File: src/rtl/vlan_pkg.sv
package vlan_pkg;
    localparam int VID_W  = 12;
    localparam int MASK_W = 10;
    localparam int PRIO_W = 3;

    localparam logic [2:0] OP_NOP    = 3'd0;
    localparam logic [2:0] OP_FLUSH  = 3'd1;
    localparam logic [2:0] OP_LOAD   = 3'd2;
    localparam logic [2:0] OP_PURGE  = 3'd3;
    localparam logic [2:0] OP_RMPORT = 3'd4;

    typedef struct packed {
        logic              valid;
        logic              pen;
        logic [PRIO_W-1:0] prio;
        logic [MASK_W-1:0] mask;
        logic [VID_W-1:0]  vid;
    } vent_t;

    typedef enum logic [1:0] {
        S_IDLE = 2'd0,
        S_EXEC = 2'd1,
        S_WALK = 2'd2
    } vst_e;
endpackage

File: src/rtl/vlan_tbl.sv
module vlan_tbl
    import vlan_pkg::*;
#(
    parameter int ENTRIES = 16,
    localparam int IDX_W = $clog2(ENTRIES)
) (
    input  logic              clk,
    input  logic              rst_n,
    input  logic              we,
    input  logic [IDX_W-1:0]  widx,
    input  vent_t             wentry,
    input  logic [IDX_W-1:0]  ridx,
    output vent_t             rentry,
    input  logic [VID_W-1:0]  q_vid,
    output logic              q_hit,
    output logic [IDX_W-1:0]  q_idx,
    output logic              free_ok,
    output logic [IDX_W-1:0]  free_idx,
    input  logic [VID_W-1:0]  lk_vid,
    output logic              lk_hit,
    output logic [MASK_W-1:0] lk_mask
);
    vent_t tbl_q [ENTRIES];
    logic [ENTRIES-1:0] lk_match;

    always_ff @(posedge clk) begin
        if (!rst_n) begin
            for (int i = 0; i < ENTRIES; i++) tbl_q[i] <= '0;
        end else if (we) begin
            tbl_q[widx] <= wentry;
        end
    end

    assign rentry = tbl_q[ridx];

    for (genvar g = 0; g < ENTRIES; g++) begin : g_match
        assign lk_match[g] = tbl_q[g].valid && (tbl_q[g].vid == lk_vid);
    end

    // Scan from high to low so the lowest index wins.
    always_comb begin
        q_hit    = 1'b0;
        q_idx    = '0;
        free_ok  = 1'b0;
        free_idx = '0;
        lk_hit   = 1'b0;
        lk_mask  = '0;
        for (int i = ENTRIES - 1; i >= 0; i--) begin
            if (tbl_q[i].valid && tbl_q[i].vid == q_vid) begin
                q_hit = 1'b1;
                q_idx = IDX_W'(i);
            end
            if (!tbl_q[i].valid) begin
                free_ok  = 1'b1;
                free_idx = IDX_W'(i);
            end
            if (lk_match[i]) begin
                lk_hit  = 1'b1;
                lk_mask = tbl_q[i].mask;
            end
        end
    end

    AST_UNIQUE_VID: assert property (@(posedge clk) disable iff (!rst_n)
        $countones(lk_match) <= 1);
endmodule

File: src/rtl/vlan_fsm.sv
module vlan_fsm
    import vlan_pkg::*;
#(
    parameter int ENTRIES = 16,
    localparam int IDX_W = $clog2(ENTRIES)
) (
    input  logic              clk,
    input  logic              rst_n,
    input  logic              wr_en,
    input  logic              wr_sel,
    input  logic [31:0]       wr_data,
    output logic [31:0]       cmd_rd,
    output logic [31:0]       data_rd,
    output logic              tbl_we,
    output logic [IDX_W-1:0]  tbl_widx,
    output vent_t             tbl_wentry,
    output logic [IDX_W-1:0]  tbl_ridx,
    input  vent_t             tbl_rentry,
    output logic [VID_W-1:0]  q_vid,
    input  logic              q_hit,
    input  logic [IDX_W-1:0]  q_idx,
    input  logic              free_ok,
    input  logic [IDX_W-1:0]  free_idx
);
    vst_e              state_q, state_d;
    logic [2:0]        op_q;
    logic [3:0]        port_q;
    logic [VID_W-1:0]  vid_q;
    logic [PRIO_W-1:0] prio_q;
    logic              pen_q, active_q, full_q, dvalid_q;
    logic [MASK_W-1:0] dmask_q;
    logic [IDX_W-1:0]  widx_q;
    logic              accept, dwrite, walk_op, walk_last;
    logic              unused_wr;

    assign unused_wr = ^{wr_data[7:4], wr_data[15:12], wr_data[31:12], wr_data[10]};
    assign accept    = wr_en && !wr_sel && wr_data[3] && !active_q;
    assign dwrite    = wr_en && wr_sel && !active_q;
    assign walk_op   = (op_q == OP_FLUSH) || (op_q == OP_RMPORT);
    assign walk_last = (widx_q == IDX_W'(ENTRIES - 1));

    // State register
    always_ff @(posedge clk) begin
        if (!rst_n) state_q <= S_IDLE;
        else        state_q <= state_d;
    end

    always_comb begin
        state_d = state_q;
        unique case (state_q)
            S_IDLE: if (accept)
                        state_d = (wr_data[2:0] == OP_FLUSH || wr_data[2:0] == OP_RMPORT)
                                  ? S_WALK : S_EXEC;
            S_EXEC: state_d = S_IDLE;
            S_WALK: if (walk_last) state_d = S_IDLE;
            default: state_d = S_IDLE;
        endcase
    end

    // Registers
    always_ff @(posedge clk) begin
        if (!rst_n) begin
            op_q <= '0; port_q <= '0; vid_q <= '0; prio_q <= '0; pen_q <= 1'b0;
            active_q <= 1'b0; full_q <= 1'b0; dvalid_q <= 1'b0; dmask_q <= '0;
            widx_q <= '0;
        end else begin
            if (accept) begin
                op_q     <= wr_data[2:0];
                port_q   <= wr_data[11:8];
                vid_q    <= wr_data[27:16];
                prio_q   <= wr_data[30:28];
                pen_q    <= wr_data[31];
                active_q <= 1'b1;
                full_q   <= 1'b0;
                widx_q   <= '0;
            end
            if (dwrite) begin
                dmask_q  <= wr_data[MASK_W-1:0];
                dvalid_q <= wr_data[11];
            end
            if (state_q == S_EXEC) begin
                active_q <= 1'b0;
                full_q   <= (op_q == OP_LOAD) && !q_hit && !free_ok;
            end
            if (state_q == S_WALK) begin
                widx_q <= widx_q + IDX_W'(1);
                if (walk_last) active_q <= 1'b0;
            end
        end
    end

    // Outputs
    always_comb begin
        q_vid      = vid_q;
        tbl_ridx   = (state_q == S_WALK) ? widx_q : q_idx;
        tbl_we     = 1'b0;
        tbl_widx   = tbl_ridx;
        tbl_wentry = tbl_rentry;
        unique case (state_q)
            S_EXEC: begin
                if (op_q == OP_LOAD && (q_hit || free_ok)) begin
                    tbl_we     = 1'b1;
                    tbl_widx   = q_hit ? q_idx : free_idx;
                    tbl_wentry = '{valid: dvalid_q, pen: pen_q, prio: prio_q,
                                   mask: dmask_q, vid: vid_q};
                end else if (op_q == OP_PURGE && q_hit) begin
                    tbl_we           = 1'b1;
                    tbl_wentry.valid = 1'b0;
                end
            end
            S_WALK: begin
                tbl_we = 1'b1;
                if (op_q == OP_FLUSH) tbl_wentry.valid = 1'b0;
                else tbl_wentry.mask = tbl_rentry.mask & ~(MASK_W'(1) << port_q);
            end
            default: ;
        endcase
    end

    assign cmd_rd  = {pen_q, prio_q, vid_q, 4'b0, port_q, 3'b0, full_q, active_q, op_q};
    assign data_rd = {20'b0, dvalid_q, 1'b0, dmask_q};

    // Busy-length checker
    logic [IDX_W:0] busy_cnt;
    always_ff @(posedge clk) begin
        if (!rst_n)        busy_cnt <= '0;
        else if (accept)   busy_cnt <= '0;
        else if (active_q) busy_cnt <= busy_cnt + 1'b1;
    end

    AST_BUSY_IGNORE: assert property (@(posedge clk) disable iff (!rst_n)
        (active_q && wr_en && !wr_sel) |=> ($stable(vid_q) && $stable(op_q)));
    AST_SHORT_DONE: assert property (@(posedge clk) disable iff (!rst_n)
        (state_q == S_EXEC) |=> !active_q);
    AST_WALK_LEN: assert property (@(posedge clk) disable iff (!rst_n)
        ($fell(active_q) && walk_op) |-> (busy_cnt == (IDX_W+1)'(ENTRIES)));
    AST_FULL_KEEPS: assert property (@(posedge clk) disable iff (!rst_n)
        (state_q == S_EXEC && op_q == OP_LOAD && !q_hit && !free_ok) |-> !tbl_we);
endmodule

File: src/rtl/vlan_cmd_engine.sv
module vlan_cmd_engine
    import vlan_pkg::*;
#(
    parameter int ENTRIES = 16
) (
    input  logic        clk,
    input  logic        rst_n,
    input  logic        wr_en,
    input  logic        wr_sel,
    input  logic [31:0] wr_data,
    output logic [31:0] cmd_rd,
    output logic [31:0] data_rd,
    input  logic [11:0] lk_vid,
    output logic        lk_hit,
    output logic [9:0]  lk_mask
);
    localparam int IDX_W = $clog2(ENTRIES);

    logic              tbl_we, q_hit, free_ok;
    logic [IDX_W-1:0]  tbl_widx, tbl_ridx, q_idx, free_idx;
    vent_t             tbl_wentry, tbl_rentry;
    logic [VID_W-1:0]  q_vid;

    vlan_fsm #(.ENTRIES(ENTRIES)) u_fsm (
        .clk(clk), .rst_n(rst_n), .wr_en(wr_en), .wr_sel(wr_sel), .wr_data(wr_data),
        .cmd_rd(cmd_rd), .data_rd(data_rd), .tbl_we(tbl_we), .tbl_widx(tbl_widx),
        .tbl_wentry(tbl_wentry), .tbl_ridx(tbl_ridx), .tbl_rentry(tbl_rentry),
        .q_vid(q_vid), .q_hit(q_hit), .q_idx(q_idx), .free_ok(free_ok),
        .free_idx(free_idx)
    );

    vlan_tbl #(.ENTRIES(ENTRIES)) u_tbl (
        .clk(clk), .rst_n(rst_n), .we(tbl_we), .widx(tbl_widx), .wentry(tbl_wentry),
        .ridx(tbl_ridx), .rentry(tbl_rentry), .q_vid(q_vid), .q_hit(q_hit),
        .q_idx(q_idx), .free_ok(free_ok), .free_idx(free_idx), .lk_vid(lk_vid),
        .lk_hit(lk_hit), .lk_mask(lk_mask)
    );
endmodule

File: config.mk
export PLATFORM = sky130hd
export DESIGN_NAME = vlan_cmd_engine
export DESIGN_NICKNAME = d
export VERILOG_FILES = /design/src/rtl/vlan_pkg.sv /design/src/rtl/vlan_tbl.sv /design/src/rtl/vlan_fsm.sv /design/src/rtl/vlan_cmd_engine.sv
export SDC_FILE = /design/constraint.sdc
export NUM_CORES = 1
export LEC_CHECK = 0
export ABC_AREA = 1
export BUFFER_PORTS_ARGS = -buffer_cell sky130_fd_sc_hd__buf_4
export CAP_MARGIN = 20
export CORE_UTILIZATION = 34
export CTS_CLUSTER_DIAMETER = 80
export CTS_CLUSTER_SIZE = 12
export DETAILED_ROUTE_END_ITERATION = 10
export PLACE_DENSITY_LB_ADDON = 0.3
export SYNTH_ARGS = -nofsm -noshare
export SYNTH_HDL_FRONTEND = slang
export SYNTH_SLANG_ARGS = --single-unit
File: constraint.sdc
create_clock -name clk -period 4.4 [get_ports clk]
set_clock_uncertainty 0.05 [all_clocks]
set_input_delay 0 -clock clk [delete_from_list [all_inputs] [get_ports clk]]
set_output_delay 0 -clock clk [all_outputs]
set_load 0.02 [all_outputs]
======== After elaboration in Yosys (flattened, before gate mapping) ========
Memory sizes are Yosys's and may differ from the RTL's.
Index checks and enable logic that the tools add are counted.
W data, S select, Z words.
operators by class
  add/sub/neg operators ................... 1
  muxes and demuxes ....................... 131
  reduce and logical (&&, ||, !) cells .... 52
  bitwise logic cells ..................... 2
  equal/unequal tests ..................... 42
  shift-type cells ........................ 1
operators by type and width
  operator                number
  $eq A12 B12 Y1          32
  $mux W10                17
  $mux W4                 40
  $mux W1                 64
  $logic_and A1 B1 Y1     41
  $mux W27                1
  $reduce_or A27 Y1       1
  $mux W26                1
  $pmux W10 S2            1
  $mux W12                1
  $and A10 B10 Y10        1
  $not A10 Y10            1
  $shl A1 B4 Y10 const A  1
  $eq A3 B1 Y1 const B    2
  $eq A3 B2 Y1 const B    2
  $mux W2                 3
  $add A4 B1 Y4 const B   1
  $eq A4 B4 Y1 const B    1
  $logic_not A1 Y1        4
  $ne A2 B1 Y1 const B    2
  $pmux W1 S2             2
  $pmux W2 S2             1
  $reduce_bool A2 Y1      2
  $eq A3 B3 Y1 const B    1
  5 further kinds         6
word-level totals
  memories kept ........................... 1
  RAM bits ................................ 432
  logic and storage cells ................. 241
  flip-flop bits (word level) ............. 42
  output and inout port bits .............. 75
  bits of input ports ..................... 48
memory list
  memory       depth  bits a word  rd ports  clocked after Yosys merged registers in  write ports  line            text
  u_tbl.tbl_q  16     27           17        0                                        16           vlan_tbl.sv:23  vent_t tbl_q [ENTRIES];

======== Depth between registers and ports, before layout ========
Gate-level depths: netlist of run 1.
An unclocked memory read counts as a cell.
  depth in word-level cells ............... 28
  depth in mapped cells ................... 36
  gate-level depth less buffers ........... 33

======== Modules after synthesis ========
A second synthesis of run 1 with hierarchy kept.
unflattened totals
  cell total of the unflattened synthesis .. 3558
  area total of the unflattened synthesis .. 29036.6 sq um
by module, submodules not included
  module    sequential area each (sq um)  cells each  area an instance (sq um)  instances
  vlan_tbl  12972.4                       3108        26125.1                   1
  vlan_fsm  840.8                         450         2911.5                    1

======== Worst setup path before layout of run 1 ========
Ideal clock, no wire load.
  kind .................................... register to register
  from .................................... register u_fsm.vid_q[6] (netlist: u_fsm.q_vid[6])
  to ...................................... memory u_tbl.tbl_q[8][0] (netlist bit) (enable)
  setup time .............................. 380 ps
  period minus slack after synthesis ...... 3943 ps
  setup slack ............................. 457 ps
  buffers on the path ..................... 4
  stages on the path, launching flop included .. 15
  arrival ................................. 3514 ps
  data required time ...................... 3970 ps
  cell sequence ........................... dfxtp_1 buf_2 buf_6 xnor2_1 o2111ai_1 or4_1 a31oi_1 nor2_1 nand2_1 nand2_2 buf_6 o21ai_4 nand4_4 buf_2 nand2_1
RTL lines
  what                    line            text
  from (decl)             vlan_fsm.sv:28  logic [VID_W-1:0] vid_q;
  from (signal assigned)  vlan_fsm.sv:70  vid_q <= wr_data[27:16];
  to (decl)               vlan_tbl.sv:23

==> results.env, run 1 <==
SYNTH_AREA_LEADERS='edfxtp_1, nand3_1, nand2_1'
FRACTION_OF_SYNTHESIS_FLOPS_USING_AN_ASYNCHRONOUS_SET_OR_RESET_PIN_PCT=0
YOSYS_REGISTER_BITS=410
POST-SYNTH-TOP-COUNT-CELL='nand2_1'
FLOORPLAN.DIE_AREA_MM2=0.08412
YOSYSTOPAREACELLSHARE_PCT=39.18
HOLD_STARTPOINT='wr_data[3]'
SYNTHESIS.INSTANCES=3557
SYNTH_TOP_AREA_CELL='edfxtp_1'
GLOBALPLACE.CONGESTION=1.028
LATEST_CLOCK_ARRIVAL_WITHIN_THE_WORST_SKEW_PAIR_NS=0.61
CTS_NUM_SINKS=410
FINALHOLDVIOLATIONS=0
SWITCHING_POWER_mW=5.137
SYNTH_CELL_TYPES=67
RUN_STATUS='complete, no violations'
WORST_HOLD_PATH_TYPE='in2reg'
MAXCLOCKFREQUENCY_MHz=233.3
P_PER_AREA_mW_PER_MM2=390.6
SYN-MEAN-INSTANCE-AREA_UM2=7.930
SETUP_SLACK_NS=0.1143
PRECTSSETUPSLACK_NS=0.09180
WORST_HOLD_SLACK_NS=0.1710
CP_SLOWEST_STAGE_DELAY_NS=0.50
CP-START-KIND='flop'
DRIVE_ABOVE_1_SHARE_PCT=13.51
TIMING_WORST_SETUP_PATH_TYPE='reg2reg'
YS_TOP_CELLS_BY_COUNT='nand2_1, nand3_1, nor2_1'
SWITCHING_SHARE_PCT=39.89
TIMING.CRITICAL_PATH.CELLS='inv_2 -> buf_12 -> nand2_1 -> o21ai_1 -> nor2_1 -> nand3_1 -> nor4b_1 -> nand3_1 -> nand2_1 -> nand3_1 -> a31oi_1 -> nor2_1 -> nor2_1 -> nor2_1 -> o21ai_1 -> o21ai_4 -> buf_4 -> nand4_4 -> buf_4 -> nor2_1'
DRT_ITER0_DRC=4283
YOSYS_WARNINGS=0
SYNTH_MUX_AREA_SHARE_PCT=0.3149
GRT_PASS1_VIAS=26780
TRITONCTS='yes'
YOSYSSEQAREASHARE_PCT=42.16
DIE_WIDTH_UM=290.0
CTS_ROOT_BUFFER='clkbuf_16'
ROUTE.ANTENNA.REMAINING_NETS=0
SEQ_POWER_SHARE_PCT=35.4
FINAL.PERIOD_UTILIZATION_PCT=97.40
GRT_PASS1_WL_UM=185300
PATH_BUF_INV=4
CRITICAL_PATH.TOP_DELAY_FAMILY='simple AND/OR/NAND/NOR gates'
REG2REG_FROM='u_fsm.q_vid[11]$_SDFFE_PN0P_'
STD_CELL_ROWS=105
START_UTIL_PCT=34.35
WORST_SLEW_PIN_TRAN_NS=0.9177
CTS_MAX_PATH_BUFS=3
POSTSYNTH.TOPFLOPCELL='edfxtp_1'
NUMBER_OF_ANTENNA_VIOLATIONS_AT_THE_FIRST_CHECK_IN_GLOBAL_ROUTING=2
POST_SYNTH_EDFFS=368
COMBINATIONAL_GROUP_SHARE_OF_TOTAL_POWER_PCT=37.6
INSERTEDDIODECOUNT=0
NNETSFINAL=3759
CELLLEAKAGEPOWER_nW=13.08
P_INT_mW=7.741
DESIGN_AREA_MM2=0.03297
TOTAL_CELL_AREA_AT_THE_PLACEMENT_STAGE_MM2=0.03110
ROUTE.DETAILED.VIAS_PER_INST=6.002
CRIT_PATH_FREQUENT_CELL='nor2_1'
CRIT_PATH_TOP_DELAY_CELL='a31oi_1'
RELSLEWSLACK_PCT=38.67
FINAL_CORE_UTILIZATION_PCT=40.16
CP.REQUIRED_NS=4.68
BOUNDARYPINS=123
SYNTH_COMPOUND_GATE_AREA_SHARE_PCT=14.52
CAP_VIOL_MAX_COUNT=0
IRDROPWORSTVDD_mV=0.2754
WORST_SETUP_PATH_END_KIND='flop'
BIGGEST_FANOUT_ALONG_THE_WORST_TIMING_PATH=23
SYNTH_SIMPLE_GATE_AREA_SHARE_PCT=28.92
DIE_HEIGHT_UM=290.0
SYNTH_AREA_MM2=0.02821
FP.COREAREA_MM2=0.08211
HTREE_NUM_LEVELS=2
DRC=0
VIAS=28810
STARTPOINT='u_fsm.q_vid[11]$_SDFFE_PN0P_'
CP_DATA_ARRIVAL_TIME_NS=4.56
SYNTH_TOP_FAMILY_BY_AREA='simple AND/OR/NAND/NOR gates'
GLOBALROUTE.TOTALOVERFLOW=0
DRT-PASS1-ITER-COUNT=6
FINALMAXSLEWVIOLATIONS=0
SYNTHXORXNORAREAFRAC_PCT=3.974
MAXIMUM_NUMBER_OF_PINS_ON_ONE_NET_BEFORE_GLOBAL_ROUTE_REPAIR=84
PORTION_OF_TOTAL_POWER_ATTRIBUTED_TO_THE_CLOCK_NETWORK_PCT=27.0
PLACE_HPWL_UM=93160
PERIOD_MINUS_SLACK_NS=4.286
TOTALWIRELENGTH_UM=129400
GRT_SETUP_UNREPAIRED='yes'
CLK_PIN_SLEW_WORST_PATHS_NS=0.06
GRT_UTIL_ALL_LAYERS_PCT=29.75
BUFFER_PORTS.INSERTED=90
ROUTEDWLPERCELL_UM=26.95
SYNTH-ADDER-AREA-SHARE_PCT=0.1774
CTS-BUFFERS-INSERTED=41
AREAGROWTHSYNTHTOFINISH_PCT=16.90
SETUP_VIOL=0
==> worst paths after layout <==
path                                      end  slack [ns]  depth (start not counted)
min reg2reg      u_fsm.prio_q[0]$_SDFFE_PN0P_        0.44                          2
max          u_tbl.tbl_q[12][2]$_SDFFCE_PN0P_        0.11                         20
max reg2reg  u_tbl.tbl_q[12][2]$_SDFFCE_PN0P_        0.11                         20
min             u_fsm.dmask_q[3]$_SDFFE_PN0P_        0.17                          4
==> tightest hold or removal path: cells and delay by family <==
kind	cells	cell delay (ns)
buf+inv	3	0.67
compound gates	1	0.11
==> per-layer routing <==
metal,GRT usage [%],part of all wire (%),routed length [um],up-vias
met4,14.79,5.9,7569,4
li1,-,-,-,12690
met3,5.928,11,14850,435
met1,40.29,40,51340,13720
met2,45.13,43,55570,1960
met5,0,0.020,26,-
==> cell families (layout without fill, tap and decap cells) <==
| family | count (synthesis) | in the layout |
|---|---|---|
| adders and majority gates | 4 | 4 |
| and+or+nand+nor | 1772 | 1773 |
| xor gates and xnor gates | 128 | 128 |
| AOI/OAI and AO/OA | 653 | 653 |
| muxes | 8 | 8 |
| DFF | 410 | 410 |
| buffers and inverters | 581 | 726 |
| other | 1 | 28 |
==> cell usage in the layout (no fill, tap or decap), types with 52 or more instances in the layout <==
cell type | synthesis | layout
xnor2_1 | 71 | 71
o22ai_1 | 75 | 75
inv_1 | 272 | 272
nor2_1 | 414 | 412
nand3_1 | 501 | 499
o211ai_1 | 52 | 52
xor2_1 | 57 | 57
a21oi_1 | 232 | 232
buf_4 | 66 | 260
edfxtp_1 | 368 | 368
buf_12 | 0 | 57
nand4_1 | 54 | 54
o21ai_0 | 130 | 128
nand2_1 | 640 | 637
==> final cells by class <==
type / count / area [um^2]
multi-input cells: 2594 / 13740
repair buffers: 367 / 3666
well taps: 1070 / 1339
clock buffers: 61 / 1142
clock inverters: 5 / 82.58
flip-flops and latches: 410 / 11890
fillers: 8343 / 49140
inverters: 293 / 1114
==> timing repair <==
| item | 4_1_cts | 5_1_grt |
|---|---|---|
| setup endpoints to repair | 0 | 483 |
| hold endpoints to repair | 39 | 0 |
| buffers inserted | 0 | 7 |
| resized for setup | 0 | 22 |
| hold buffers | 43 | 0 |
==> through the flow <==
stage,instances,power (mW),setup TNS (ns)
CTS,4790,12.61,0
floorplan,3584,7.045,0
global route,4800,13.25,-0.004802
finish,4800,12.88,0
global placement,4681,9.126,0
detailed placement,4681,9.139,0
==> sequential cells by signal (all words and copies together) (netlist names) <==
| name | count |
|---|---|
| u_tbl.tbl_q | 368 |
| u_fsm.q_vid | 12 |
| u_fsm.dmask_q | 10 |
| u_fsm.port_q | 4 |
| u_fsm.widx_q | 4 |
| u_fsm.op_q | 3 |
| u_fsm.prio_q | 3 |
| u_fsm.state_q | 2 |
| u_fsm.active_q | 1 |
| u_fsm.dvalid_q | 1 |
| u_fsm.full_q | 1 |
| u_fsm.pen_q | 1 |
==> power groups by stage <==
stage / clock, mW / sequential, mW / combinational (mW)
floorplan: 0 / 4.60 / 2.45
global placement: 0 / 4.63 / 4.50
detailed placement: 0 / 4.63 / 4.51
CTS: 3.51 / 4.55 / 4.55
global route: 3.64 / 4.57 / 5.04
finish: 3.48 / 4.56 / 4.84
(Power assumes the default switching activity.)
==> run 2: changes to the inputs <==
--- a/config.mk
+++ b/config.mk
@@ -9,6 +9,7 @@
 export BUFFER_PORTS_ARGS = -buffer_cell sky130_fd_sc_hd__buf_4
 export CAP_MARGIN = 20
 export CORE_UTILIZATION = 34
+export CTS_BUF_LIST = sky130_fd_sc_hd__clkbuf_8
 export CTS_CLUSTER_DIAMETER = 80
 export CTS_CLUSTER_SIZE = 12
 export DETAILED_ROUTE_END_ITERATION = 10
==> run 2 against run 1 <==
- via count down 0.23%
- clock-buffer cell count down 17
- worst hold slack worse by 0.072 ns
- cell count up 0.15%
- routed wire length up 0.57%
- combinational power up 1%
- maximum frequency up 1.1%
- final area down 1.2%
- first-iteration DRC count up 3.3%
- register-to-register slack better by 0.06 ns
==> results.env, run 2 (synthesis gave the netlist of run 1 again) <==
GLOBALPLACE.CONGESTION=1.028  # unchanged
FP.COREAREA_MM2=0.08211  # unchanged
PLACE_HPWL_UM=93160  # unchanged
FINALMAXSLEWVIOLATIONS=0  # unchanged
CTS_ROOT_BUFFER='clkbuf_8'  # was clkbuf_16
AREAGROWTHSYNTHTOFINISH_PCT=15.49  # was 16.90%
FINALNONFILLERCELLS=4807  # was 4800
NNETSFINAL=3765  # was 3759
MAXIMUM_NUMBER_OF_PINS_ON_ONE_NET_BEFORE_GLOBAL_ROUTE_REPAIR=84  # unchanged
TOTALWIRELENGTH_UM=130100  # was 129400 um
LARGEST_REG_FLOPS=368  # unchanged
CP-START-KIND='flop'  # unchanged
IRDROPWORSTVDD_mV=0.2409  # was 0.2754 mV
TIMING.CRITICAL_PATH.CELLS='inv_1 -> o22ai_1 -> or4_1 -> a211oi_1 -> nand2_2 -> inv_1 -> nor2_1 -> clkinv_1 -> o221a_2 -> a21oi_1 -> o21ai_0 -> a21oi_1 -> nor2_1 -> buf_4'  # was inv_2 -> buf_12 -> nand2_1 -> o21ai_1 -> nor2_1 -> nand3_1 -> nor4b_1 -> nand3_1 -> nand2_1 -> nand3_1 -> a31oi_1 -> nor2_1 -> nor2_1 -> nor2_1 -> o21ai_1 -> o21ai_4 -> buf_4 -> nand4_4 -> buf_4 -> nor2_1
DIE_HEIGHT_UM=290.0  # unchanged
GRT_PASS1_WL_UM=185300  # about the same
REGISTERS.TOP_BY_FF_COUNT='u_tbl.tbl_q'  # unchanged
SETUP_SLACK_NS=0.1597  # was 0.1143 ns
WORST_SETUP_PATH_END_KIND='primary output'  # was flop
BUFFER_PORTS.INSERTED=90  # unchanged
ROUTEDWLPERCELL_UM=27.06  # was 26.95 um
RELSLEWSLACK_PCT=38.17  # was 38.67%
CTS_NUM_SINKS=410  # unchanged
SETUP_VIOL=0  # unchanged
WORST_HOLD_SLACK_NS=0.09896  # was 0.1710 ns
CLK_PIN_SLEW_WORST_PATHS_NS=0.09  # was 0.06 ns
FLOORPLAN.DIE_AREA_MM2=0.08412  # unchanged
RUN_STATUS='complete, no violations'  # unchanged
FINALSETUPTNS_NS=0  # unchanged
ROUTE.DETAILED.VIAS_PER_INST=5.979  # was 6.002
DRT_ITER0_DRC=4423  # was 4283
TIMING_WORST_SETUP_PATH_TYPE='reg2out'  # was reg2reg
CAP_VIOL_MAX_COUNT=0  # unchanged
FINALHOLDVIOLATIONS=0  # unchanged
WORST_HOLD_PATH_TYPE='in2reg'  # unchanged
CP_SLOWEST_STAGE_DELAY_NS=0.52  # was 0.50 ns
LATEST_CLOCK_ARRIVAL_WITHIN_THE_WORST_SKEW_PAIR_NS=0.67  # was 0.61 ns
POST-PLACE-CELLS=4681  # unchanged
FINAL_CORE_UTILIZATION_PCT=39.67  # was 40.16%
GRT_PASS1_VIAS=26770  # was 26780
GRT_UTIL_ALL_LAYERS_PCT=29.77  # was 29.75%
LAYOUT_COMMONEST_CELL='nand2_1'  # unchanged
CTS_MAX_PATH_BUFS=3  # unchanged
FINAL.PERIOD_UTILIZATION_PCT=96.37  # was 97.40%
PRECTSSETUPSLACK_NS=0.09180  # unchanged
MAXCLOCKFREQUENCY_MHz=235.8  # was 233.3 MHz
GRT_SETUP_UNREPAIRED='no'  # was yes
CP_DATA_ARRIVAL_TIME_NS=4.19  # was 4.56 ns
TOTAL_CELL_AREA_AT_THE_PLACEMENT_STAGE_MM2=0.03110  # unchanged
DRT-PASS1-ITER-COUNT=8  # was 6
DIE_WIDTH_UM=290.0  # unchanged
TRITONCTS='yes'  # unchanged
CP.REQUIRED_NS=4.35  # was 4.68 ns
BOUNDARYPINS=123  # unchanged
CTS-BUFFERS-INSERTED=41  # unchanged
GLOBALROUTE.TOTALOVERFLOW=0  # unchanged
PATH_BUF_INV=4  # unchanged
CRITICAL_PATH.TOP_DELAY_FAMILY='compound AO/OA/AOI/OAI gates'  # was simple AND/OR/NAND/NOR gates
P_PER_AREA_mW_PER_MM2=366.7  # was 390.6 mW/mm^2
HTREE_NUM_LEVELS=2  # unchanged
START_UTIL_PCT=34.35  # unchanged
DRIVE_ABOVE_1_SHARE_PCT=13.78  # was 13.51%
CRIT_PATH_TOP_DELAY_CELL='or4_1'  # was a31oi_1
STD_CELL_ROWS=105  # unchanged
VIAS=28740  # was 28810
DESIGN_AREA_MM2=0.03258  # was 0.03297 mm^2
ROUTE.ANTENNA.REMAINING_NETS=0  # unchanged
DRC=0  # unchanged
MOSTFREQUENTLAYOUTCELLS='nand2_1, nand3_1, nor2_1'  # unchanged
BIGGEST_FANOUT_ALONG_THE_WORST_TIMING_PATH=11  # was 23
PERIOD_MINUS_SLACK_NS=4.240  # was 4.286 ns
TOTAL_POWER_mW=11.95  # was 12.88 mW
CELLLEAKAGEPOWER_nW=12.96  # was 13.08 nW
WORST_SLEW_PIN_TRAN_NS=0.9252  # was 0.9177 ns
NUMBER_OF_ANTENNA_VIOLATIONS_AT_THE_FIRST_CHECK_IN_GLOBAL_ROUTING=1  # was 2
[run 2: changes by cell type in the layout (fill, tap and decap cells not counted), sizes merged]
cell / before / now
inv: 290 / 308
clkinv: 7 / 6
dlygate4sd3: 43 / 44
diode: 0 / 1
nand2: 649 / 650
clkbuf: 63 / 46
buf: 322 / 325
nand3: 525 / 526
[run 2: final timing paths]
path | end | start | cells past startpoint | slack [ns]
worst min-delay path | u_fsm.dmask_q[3]$_SDFFE_PN0P_ | wr_data[3] | 4 | 0.1
worst min register to register | u_fsm.prio_q[0]$_SDFFE_PN0P_ | u_fsm.prio_q[0]$_SDFFE_PN0P_ | 2 | 0.44
worst max-delay path | lk_mask[0] | u_tbl.tbl_q[8][5]$_SDFFCE_PN0P_ | 14 | 0.16
worst max register to register | u_tbl.tbl_q[12][2]$_SDFFCE_PN0P_ | u_fsm.q_vid[5]$_SDFFE_PN0P_ | 18 | 0.17
[run 2: layer usage]
layer / up-vias / part of all wire (%) / global-route usage [%]
li1: 12700 / - / -
met1: 13680 / 40 / 40.36
met2: 1974 / 43 / 45.44
met3: 389 / 11 / 5.852
met4: 0 / 5.2 / 14.17
met5: - / 0 / 0
[run 2: layout make-up]
cell class / instances / area, um^2
clock inverters: 22 / 130.1
repair buffers: 371 / 3701
well taps: 1070 / 1339
inverters: 293 / 1111
diodes: 1 / 2.502
clock buffers: 44 / 605.6
fillers: 8409 / 49530
flip-flops and latches: 410 / 11900
multi-input cells: 2596 / 13790
[run 2: worst min-delay path, stage by stage]
cell           delay (ns)
dlygate4sd3_1        0.53
buf_4                0.10
inv_1                0.04
a21oi_1              0.11
[run 2: where the power goes]
group	total (mW)	internal, mW	leakage, nW	switching (mW)
combinational	4.91	1.50	8.38	3.41
sequential	4.55	4.39	4.14	0.160
clock	2.49	0.988	0.442	1.50
[run 2: timing repair]
action	CTS	global route
resized for setup	0	31
hold buffers	44	0
endpoints found under the setup margin	0	477
buffers inserted	0	10
hold endpoints to repair	43	0
